===== config.mk =====
export PLATFORM = sky130hd
export DESIGN_NAME = mm_engine
export DESIGN_NICKNAME = d
export VERILOG_FILES = /design/src/rtl/mm_pkg.sv /design/src/rtl/mm_addr_gen.sv /design/src/rtl/mm_mac.sv /design/src/rtl/mm_engine.sv
export SDC_FILE = /design/constraint.sdc
export NUM_CORES = 1
export LEC_CHECK = 0
export ABC_AREA = 1
export BUFFER_PORTS_ARGS = -buffer_cell sky130_fd_sc_hd__buf_4
export CELL_PAD_IN_SITES_DETAIL_PLACEMENT = 2
export CELL_PAD_IN_SITES_GLOBAL_PLACEMENT = 2
export CORE_MARGIN = 4
export CORE_UTILIZATION = 30
export DETAILED_ROUTE_END_ITERATION = 16
export PLACE_DENSITY_LB_ADDON = 0.25
export SKIP_CTS_REPAIR_TIMING = 1
export SLEW_MARGIN = 5
export SYNTH_ARGS = -nofsm -noshare
export SYNTH_HDL_FRONTEND = slang
export SYNTH_HIERARCHICAL = 1
export SYNTH_SLANG_ARGS = --single-unit

===== constraint.sdc =====
create_clock -name clk -period 4.6 [get_ports clk]
set_input_delay 0 -clock clk [delete_from_list [all_inputs] [get_ports clk]]
set_output_delay 0 -clock clk [all_outputs]
set_load 0.005 [all_outputs]

===== src/rtl/mm_pkg.sv =====
package mm_pkg;

    typedef enum logic [1:0] {
        ST_IDLE  = 2'd0,
        ST_RUN   = 2'd1,
        ST_DRAIN = 2'd2
    } eng_state_t;

    // control tag that travels with each issued read pair
    typedef struct packed {
        logic valid;   // a read pair was issued
        logic first;   // K == 0 for this element
        logic last;    // K == N-1 for this element
        logic fin;     // last K of the last element of the run
    } step_ctl_t;

    // accumulator width that cannot overflow for NMAX products of W-bit operands
    function automatic int acc_bits(input int w, input int nmax);
        return 2 * w + $clog2(nmax);
    endfunction

endpackage


===== src/rtl/mm_addr_gen.sv =====
module mm_addr_gen #(
    parameter int NW = 4,
    parameter int AW = 10
) (
    input  logic          clk,
    input  logic          rst,
    input  logic          load,
    input  logic          step,
    input  logic [NW-1:0] n,
    output logic [AW-1:0] a_idx,
    output logic [AW-1:0] b_idx,
    output logic [AW-1:0] c_off,
    output logic          k_first,
    output logic          k_last,
    output logic          run_last
);
    logic [NW-1:0] i_q, j_q, k_q;
    logic [AW-1:0] row_q, a_q, b_q;
    logic [NW-1:0] nm1;
    logic [AW-1:0] n_ext;
    logic          j_last, i_last;

    assign nm1    = n - NW'(1);
    assign n_ext  = AW'(n);
    assign j_last = (j_q == nm1);
    assign i_last = (i_q == nm1);

    assign k_first  = (k_q == '0);
    assign k_last   = (k_q == nm1);
    assign run_last = k_last && j_last && i_last;
    assign a_idx    = a_q;
    assign b_idx    = b_q;
    assign c_off    = row_q + AW'(j_q);

    always_ff @(posedge clk) begin
        if (rst || load) begin
            i_q   <= '0;
            j_q   <= '0;
            k_q   <= '0;
            row_q <= '0;
            a_q   <= '0;
            b_q   <= '0;
        end else if (step) begin
            if (!k_last) begin
                k_q <= k_q + NW'(1);
                a_q <= a_q + AW'(1);
                b_q <= b_q + n_ext;
            end else if (!j_last) begin
                k_q <= '0;
                j_q <= j_q + NW'(1);
                a_q <= row_q;
                b_q <= AW'(j_q) + AW'(1);
            end else begin
                k_q   <= '0;
                j_q   <= '0;
                i_q   <= i_q + NW'(1);
                row_q <= row_q + n_ext;
                a_q   <= row_q + n_ext;
                b_q   <= '0;
            end
        end
    end
endmodule


===== src/rtl/mm_mac.sv =====
module mm_mac
    import mm_pkg::*;
#(
    parameter int W    = 8,
    parameter int AW   = 10,
    parameter int ACCW = 19
) (
    input  logic                   clk,
    input  logic                   rst,
    input  step_ctl_t              ctl_in,
    input  logic [AW-1:0]          addr_in,
    input  logic signed [W-1:0]    a_in,
    input  logic signed [W-1:0]    b_in,
    output logic                   wr_en,
    output logic [AW-1:0]          wr_addr,
    output logic [ACCW-1:0]        wr_data,
    output logic                   wr_fin
);
    step_ctl_t                ctl_q;
    logic [AW-1:0]            addr_q;
    logic signed [ACCW-1:0]   acc_q;
    logic signed [2*W-1:0]    prod;
    logic signed [ACCW-1:0]   prod_ext;
    logic signed [ACCW-1:0]   sum_base;
    logic signed [ACCW-1:0]   sum_next;

    // operand data arrives one cycle after issue, aligned with ctl_q
    assign prod     = a_in * b_in;
    assign prod_ext = {{(ACCW-2*W){prod[2*W-1]}}, prod};
    assign sum_base = ctl_q.first ? '0 : acc_q;
    assign sum_next = sum_base + prod_ext;

    always_ff @(posedge clk) begin
        if (rst) begin
            ctl_q   <= '0;
            addr_q  <= '0;
            acc_q   <= '0;
            wr_en   <= 1'b0;
            wr_addr <= '0;
            wr_data <= '0;
            wr_fin  <= 1'b0;
        end else begin
            ctl_q  <= ctl_in;
            addr_q <= addr_in;
            wr_en  <= ctl_q.valid && ctl_q.last;
            wr_fin <= ctl_q.valid && ctl_q.fin;
            if (ctl_q.valid) begin
                acc_q <= sum_next;
            end
            if (ctl_q.valid && ctl_q.last) begin
                wr_addr <= addr_q;
                wr_data <= sum_next;
            end
        end
    end
endmodule


===== src/rtl/mm_engine.sv =====
module mm_engine
    import mm_pkg::*;
#(
    parameter  int W    = 8,
    parameter  int NMAX = 8,    // at least 2
    parameter  int AW   = 10,
    localparam int NW   = $clog2(NMAX + 1),
    localparam int ACCW = acc_bits(W, NMAX)
) (
    input  logic            clk,
    input  logic            rst,
    input  logic            start,
    input  logic [NW-1:0]   n_size,
    input  logic [AW-1:0]   base_a,
    input  logic [AW-1:0]   base_b,
    input  logic [AW-1:0]   base_c,
    output logic            a_rd_en,
    output logic [AW-1:0]   a_rd_addr,
    input  logic [W-1:0]    a_rd_data,
    output logic            b_rd_en,
    output logic [AW-1:0]   b_rd_addr,
    input  logic [W-1:0]    b_rd_data,
    output logic            c_wr_en,
    output logic [AW-1:0]   c_wr_addr,
    output logic [ACCW-1:0] c_wr_data,
    output logic            busy,
    output logic            done
);
    eng_state_t    state_q;
    logic [NW-1:0] n_q;
    logic [AW-1:0] ba_q, bb_q, bc_q;
    logic          accept, issue;
    logic [AW-1:0] a_idx, b_idx, c_off;
    logic          k_first, k_last, run_last, wr_fin;
    step_ctl_t     ctl_issue;

    assign accept = start && (state_q == ST_IDLE) && (n_size != '0)
                    && (n_size <= NW'(NMAX));
    assign issue  = (state_q == ST_RUN);

    always_ff @(posedge clk) begin
        if (rst) begin
            state_q <= ST_IDLE;
            done    <= 1'b0;
            n_q     <= '0;
            ba_q    <= '0;
            bb_q    <= '0;
            bc_q    <= '0;
        end else begin
            done <= 1'b0;
            case (state_q)
                ST_IDLE: if (accept) begin
                    state_q <= ST_RUN;
                    n_q     <= n_size;
                    ba_q    <= base_a;
                    bb_q    <= base_b;
                    bc_q    <= base_c;
                end
                ST_RUN: if (run_last) state_q <= ST_DRAIN;
                ST_DRAIN: if (wr_fin) begin
                    state_q <= ST_IDLE;
                    done    <= 1'b1;
                end
                default: state_q <= ST_IDLE;
            endcase
        end
    end

    mm_addr_gen #(.NW(NW), .AW(AW)) u_addr (
        .clk      (clk),
        .rst      (rst),
        .load     (accept),
        .step     (issue),
        .n        (n_q),
        .a_idx    (a_idx),
        .b_idx    (b_idx),
        .c_off    (c_off),
        .k_first  (k_first),
        .k_last   (k_last),
        .run_last (run_last)
    );

    assign ctl_issue = '{valid: issue, first: k_first, last: k_last, fin: run_last};

    mm_mac #(.W(W), .AW(AW), .ACCW(ACCW)) u_mac (
        .clk     (clk),
        .rst     (rst),
        .ctl_in  (ctl_issue),
        .addr_in (bc_q + c_off),
        .a_in    (a_rd_data),
        .b_in    (b_rd_data),
        .wr_en   (c_wr_en),
        .wr_addr (c_wr_addr),
        .wr_data (c_wr_data),
        .wr_fin  (wr_fin)
    );

    assign a_rd_en   = issue;
    assign b_rd_en   = issue;
    assign a_rd_addr = ba_q + a_idx;
    assign b_rd_addr = bb_q + b_idx;
    assign busy      = (state_q != ST_IDLE);
endmodule


Word level (Yosys, flattened, before mapping)
Index checks and enable logic that the tools add are counted.
- flip-flop bits (word level): 143
- bits of input ports: 53
- output and inout port bits: 54
- logic and storage cells: 75
- $add $sub $neg: 13
- multipliers: 1
- magnitude comparators: 1
- eq/ne operators: 8
- muxes and demuxes: 12
- bitwise logic cells: 1
- reduce and logical (&&, ||, !) cells: 17
- operators with widths (cell ; count):
    two-way mux 10 bit ; 4
    adder 10 bit ; 3
    adder 10 x 4 -> 10 bit ; 3
    adder 19 x 16 -> 19 bit ; 1
    two-way mux 19 bit ; 1
    multiplier 8 x 8 -> 16 bit ; 1
    adder 4 x 1 -> 4 bit (second input constant) ; 3
    == test 4 bit ; 3
    adder 10 x 1 -> 10 bit (second input constant) ; 1
    two-way mux 4 bit ; 2
    logical AND 1 bit ; 7
    two-way mux 2 bit ; 3
    inequality test 2 x 1 -> 1 bit (second input constant) ; 3
    one-hot mux 2 bit (3 select lines) ; 1
    AND reduction 3 bit ; 2
    adder 4 x 1 -> 5 bit (second input constant) ; 1
    <= comparator 4 bit (second input constant) ; 1
    logical NOT 4 bit ; 1
    AND reduction 2 bit ; 2
    nonzero test 4 bit ; 1
    subtractor 4 x 1 -> 4 bit (second input constant) ; 1
    == test 2 x 1 -> 1 bit (second input constant) ; 1
    == test 2 bit (second input constant) ; 1
    logical NOT 2 bit ; 1
    other kinds (5) ; 5

Depth between registers and ports, before layout
- word-level depth: 6
- depth in mapped cells: 24
- mapped depth without buffers: 23

Hierarchy
The synthesis kept the hierarchy.
- modules (own cells, without submodules) (module ; times used ; cells an instance ; area each (um^2) ; seq. area each (um^2)):
    mm_mac ; 1 ; 779 ; 6004.5 ; 1281.2
    mm_addr_gen ; 1 ; 452 ; 3027.9 ; 840.8
    mm_engine ; 1 ; 481 ; 2897.8 ; 740.7

Least setup slack after synthesis
No wires, ideal clock.
- kind: input to register
- start: input port b_rd_data[0]
- end: register u_mac.acc_q[18]
- library setup time: 109 ps
- arrival: 4140 ps
- required time: 4491 ps
- setup slack: 351 ps
- stages: 21
- buffers on the path: 1
- path through: clkbuf_1 -> nand2_1 -> inv_1 -> fa_1 -> fa_1 -> fa_1 -> inv_1 -> fa_1 -> inv_1 -> ha_1 -> ha_1 -> nand2_1 -> nor2_2 -> and2_1 -> nand2_1 -> nand2_2 -> inv_1 -> nand2_2 -> nand3_1 -> nand2_1 -> inv_1
- cells in the longest elaborated chain, start to end: 2
- ends and longest elaborated chain (what ; line ; RTL):
    start, declared ; mm_engine.sv:22 ; input logic [W-1:0] b_rd_data,
    multiplier 8 x 8 -> 16 bit ; mm_mac.sv:28 ; assign prod = a_in * b_in;
    adder 19 x 16 -> 19 bit ; mm_mac.sv:31 ; assign sum_next = sum_base + prod_ext;
    end signal, assigned ; mm_mac.sv:48 ; acc_q <= sum_next;
    end, declared ; mm_mac.sv:21 ; logic signed [ACCW-1:0] acc_q;
Every way passes these cells.
A chain may end at the register's enable or synchronous reset.

Worst setup path after layout
- start: register u_mac/ctl_q[2] (netlist name)
- end: register u_mac.wr_data[18]
- cells in the longest elaborated chain, start to end: 2
- ends and longest elaborated chain (what ; line ; RTL):
    start, declared ; mm_mac.sv:19 ; step_ctl_t ctl_q;
    start signal, assigned ; mm_mac.sv:43 ; ctl_q <= ctl_in;
    two-way mux 19 bit ; mm_mac.sv:30 ; assign sum_base = ctl_q.first ? '0 : acc_q;
    adder 19 x 16 -> 19 bit ; mm_mac.sv:31 ;
    end signal, assigned ; mm_mac.sv:52 ; wr_data <= sum_next;
    end, declared ; mm_mac.sv:16 ; output logic [ACCW-1:0] wr_data,
Every way passes these cells.

==> summary.txt <==
Route
  • WL final: 39.8 mm
  • Wire length per cell: 16.8 um
  • Drt drc: 0
  • Antenna-violating nets left: 0
  • Initial DRC count: 331
  • Drt pass-1 iters: 4
  • Vias: 11,083
  • Via density: 4.68

Timing
  • Tcrit/Tclk final: 96.2%
  • Hold WS: -14.3 ps
  • Worst Max-Slew Pin Slew: 889 ps
  • Final setup violating endpoints: 0
  • Layout Skew: 14.8 ps
  • Fin crit period: 4430 ps
  • Fin. max-slew vios: 0
  • Slew headroom: 40.7%
  • Setup_tns: 0 ps
  • Final Hold Fails: 2
  • Highest clock rate: 0.226 GHz
  • Final WS setup: 174 ps

Worst setup path
  • Critical Path Slowest Stage Cell: fa_1
  • Worst setup SP type: flop
  • Arr. time, crit path: 4760 ps
  • Crit-path cells: inv_2 > nand2_1 > fa_1 > inv_1 > fa_1 > inv_1 > fa_1 > inv_1 > fa_2 > fa_1 > ha_4 > nand2_1 > nor2_2 > nand2_1 > nand3_2 > nand2_1 > nand2_2 > inv_1 > nand2_2 > nand3_1 > nand2_1 > inv_1
  • CP Max Fanout: 5
  • Setup crit end kind: flop
  • Worst R2R Setup Slack: 170 ps
  • CP Buf/Inv Count: 6
  • Setup CP Type: flop to flop
  • CP delay by family, top: adder cells
  • Data required time of the worst path: 4930 ps
  • Biggest cell delay along the critical path: 540 ps

Placement
  • GP Congestion: 0.800
  • Place WS: 57.6 ps
  • Port buffer count: 106
  • DP Wirelength: 31.7 mm

Logic synthesis
  • Largest family of logic cells by synthesized area: simple AND/OR/NAND/NOR gates
  • Async set-or-reset flop fraction in the synthesized netlist: 0%
  • Number of flops mapped to enable cells by yosys: 0
  • Synthesis-stage register bit count: 143
  • Distinct cells, synth: 45
  • Top post-synthesis cells by area: dfxtp_1 24%, fa_1 15%, nand2_1 14%
  • Mean Syn Cell Area: 6.97 um2
  • Mux contribution to synthesized area: 0%
  • Xor-xnor portion of the synthesized cell area: 3.60%
  • Post-Synth Adder-Cell Area: 24.4%
  • Commonest cells in the netlist: 447 x nand2_1, 309 x inv_1, 215 x nor2_1, 143 x dfxtp_1, 103 x nand3_1
  • Synthesized area: 0.0119 mm2
  • Simple-gate area share of the yosys netlist: 29.6%
  • Share of the synthesized area in the top cell type: 24.0%
  • Largest area contributor in the netlist: dfxtp_1
  • Syn_nets: 1,944
  • Main synth FF type: dfxtp_1
  • Yosys warnings: 6
  • Synth Area in Compound Gates: 5.77%
  • Gate count after technology mapping: 1,712
  • Top-count cell post-synth: nand2_1
  • Register area share after synthesis: 24.0%

CTS
  • Clock transition at the registers of the reported paths: 70 ps
  • Clock sink count: 143
  • Max H-tree Level: 4
  • CTS max path bufs: 2
  • TritonCTS Buffers: 17
  • CTS tree: built
  • CTS root buf: clkbuf_16
  • Worst skew pair latency: 430 ps

Worst hold path
  • Hold crit path type: input pin to flop

Floorplan
  • Core footprint: 0.0390 mm2
  • Die area: 0.0430 mm2
  • Die span in y: 207 um
  • IO Pins: 107
  • Starting Density: 30.6%
  • Die width: 207 um
  • Placement row count: 72

Run status
  • Status: finished with violations
  • Failing checks: negative hold slack

GRT
  • Largest net degree at the start of global routing: 69
  • Aggregate global-route resource usage: 18.3%
  • Vias in the first global route: 12,518
  • Antenna violations before repair: 0
  • GR Overflow Total: 0
  • First-pass GRT wire length: 64.7 mm

Layout
  • Area grow syn2layout: 20.0%
  • Multi-input combinational cell area: 0.00764 mm2
  • Fin nets: 2,068
  • Register Area: 0.00286 mm2
  • Fin util: 36.7%
  • Fillers: 4,678
  • Layout cells sized above 1: 12.0%
  • Antenna Cells: 0

Pwr
  • Peak VDD IR: 0.000213 V
  • Pwr dens: 423 mW/mm2
  • LEAKAGE: 7.62 nW

Flow run
  • Max-cap violations: 0
tightest hold or removal path, delay by kind of cell:
kind,cells,cell delay (ps)
buffers and inverters,2,110
AND/OR/NAND/NOR,3,270
area by class of cell:
cell class                      instances  area share (%)
Multi-Input combinational cell       1196            53.4
Inverter                              318            8.34
Sequential cell                       143            20.0
Tap cell                              518            4.53
Clock buffer                           17            2.97
Clock inverter                         15            1.54
Timing Repair Buffer                  160            9.21
per-layer routing:
layer / track usage (%) / vias up / part of all wire [%]
met5: 0 / - / 0
met4: 4.49 / 0 / 1.8
met3: 1.89 / 33 / 1.3
met2: 36.2 / 91 / 56
met1: 20.8 / 5514 / 41
li1: - / 5445 / -
placed cells by master (no fill, tap or decap), types with 37 or more instances in the layout:
master,netlist,routed
nand2_1,447,446
inv_1,309,309
ha_1,89,84
buf_4,2,125
nor2_1,215,213
dfxtp_1,143,142
fa_1,90,89
a21oi_1,69,64
nand3_1,103,103
xor2_1,37,37
sequential cells by signal, summed over array words and instances (netlist names):
| name | flops |
|---|---|
| bc_q | 10 |
| done | 1 |
| bb_q | 10 |
| u_mac/wr_en | 1 |
| n_q | 4 |
| u_mac/acc_q | 19 |
| u_addr/a_idx | 10 |
| u_addr/j_q | 4 |
| u_mac/wr_data | 19 |
| u_addr/i_q | 4 |
| ba_q | 10 |
| u_mac/wr_addr | 10 |
| u_mac/ctl_q | 4 |
| u_addr/k_q | 4 |
| state_q | 2 |
| u_mac/addr_q | 10 |
| u_addr/b_idx | 10 |
| u_addr/row_q | 10 |
| u_mac/wr_fin | 1 |
cell families (layout without fill, tap and decap cells):
group           Yosys count  count (layout)
compound gates          129             129
xor+xnor                 49              49
fa+ha+maj               179             179
buf+inv                 373             510
flops                   143             143
simple gates            839             839
path summary, 6_finish.rpt:
kind,from,to,cells past startpoint
worst max-delay path,u_mac/ctl_q[2]$_SDFF_PP0_,u_mac/wr_data[18]$_SDFFE_PP0P_,22
worst min-delay path,base_c[9],bc_q[9]$_SDFFE_PP0P_,5
worst max register to register,u_mac/ctl_q[2]$_SDFF_PP0_,u_mac/wr_data[18]$_SDFFE_PP0P_,22
worst min register to register,u_mac/ctl_q[0]$_SDFF_PP0_,u_mac/wr_fin$_SDFF_PP0_,2
power breakdown:
group | total [mW] | switching [mW] | leakage [nW] | internal, mW
clock network | 1.54 | 0.652 | 0.316 | 0.887
registers | 1.33 | 0.0392 | 1.16 | 1.29
logic | 3.19 | 1.96 | 6.14 | 1.23
stage by stage:
step	area (um2)	std cells	power [mW]
finish	14300	2367	6.05
global placement	13300	2302	4.26
detailed placement	13300	2302	4.38
global route	14300	2367	6.61
CTS	13900	2334	5.96
floorplan	11900	1712	3.45
No activity file was read; power rests on OpenSTA's default activity.
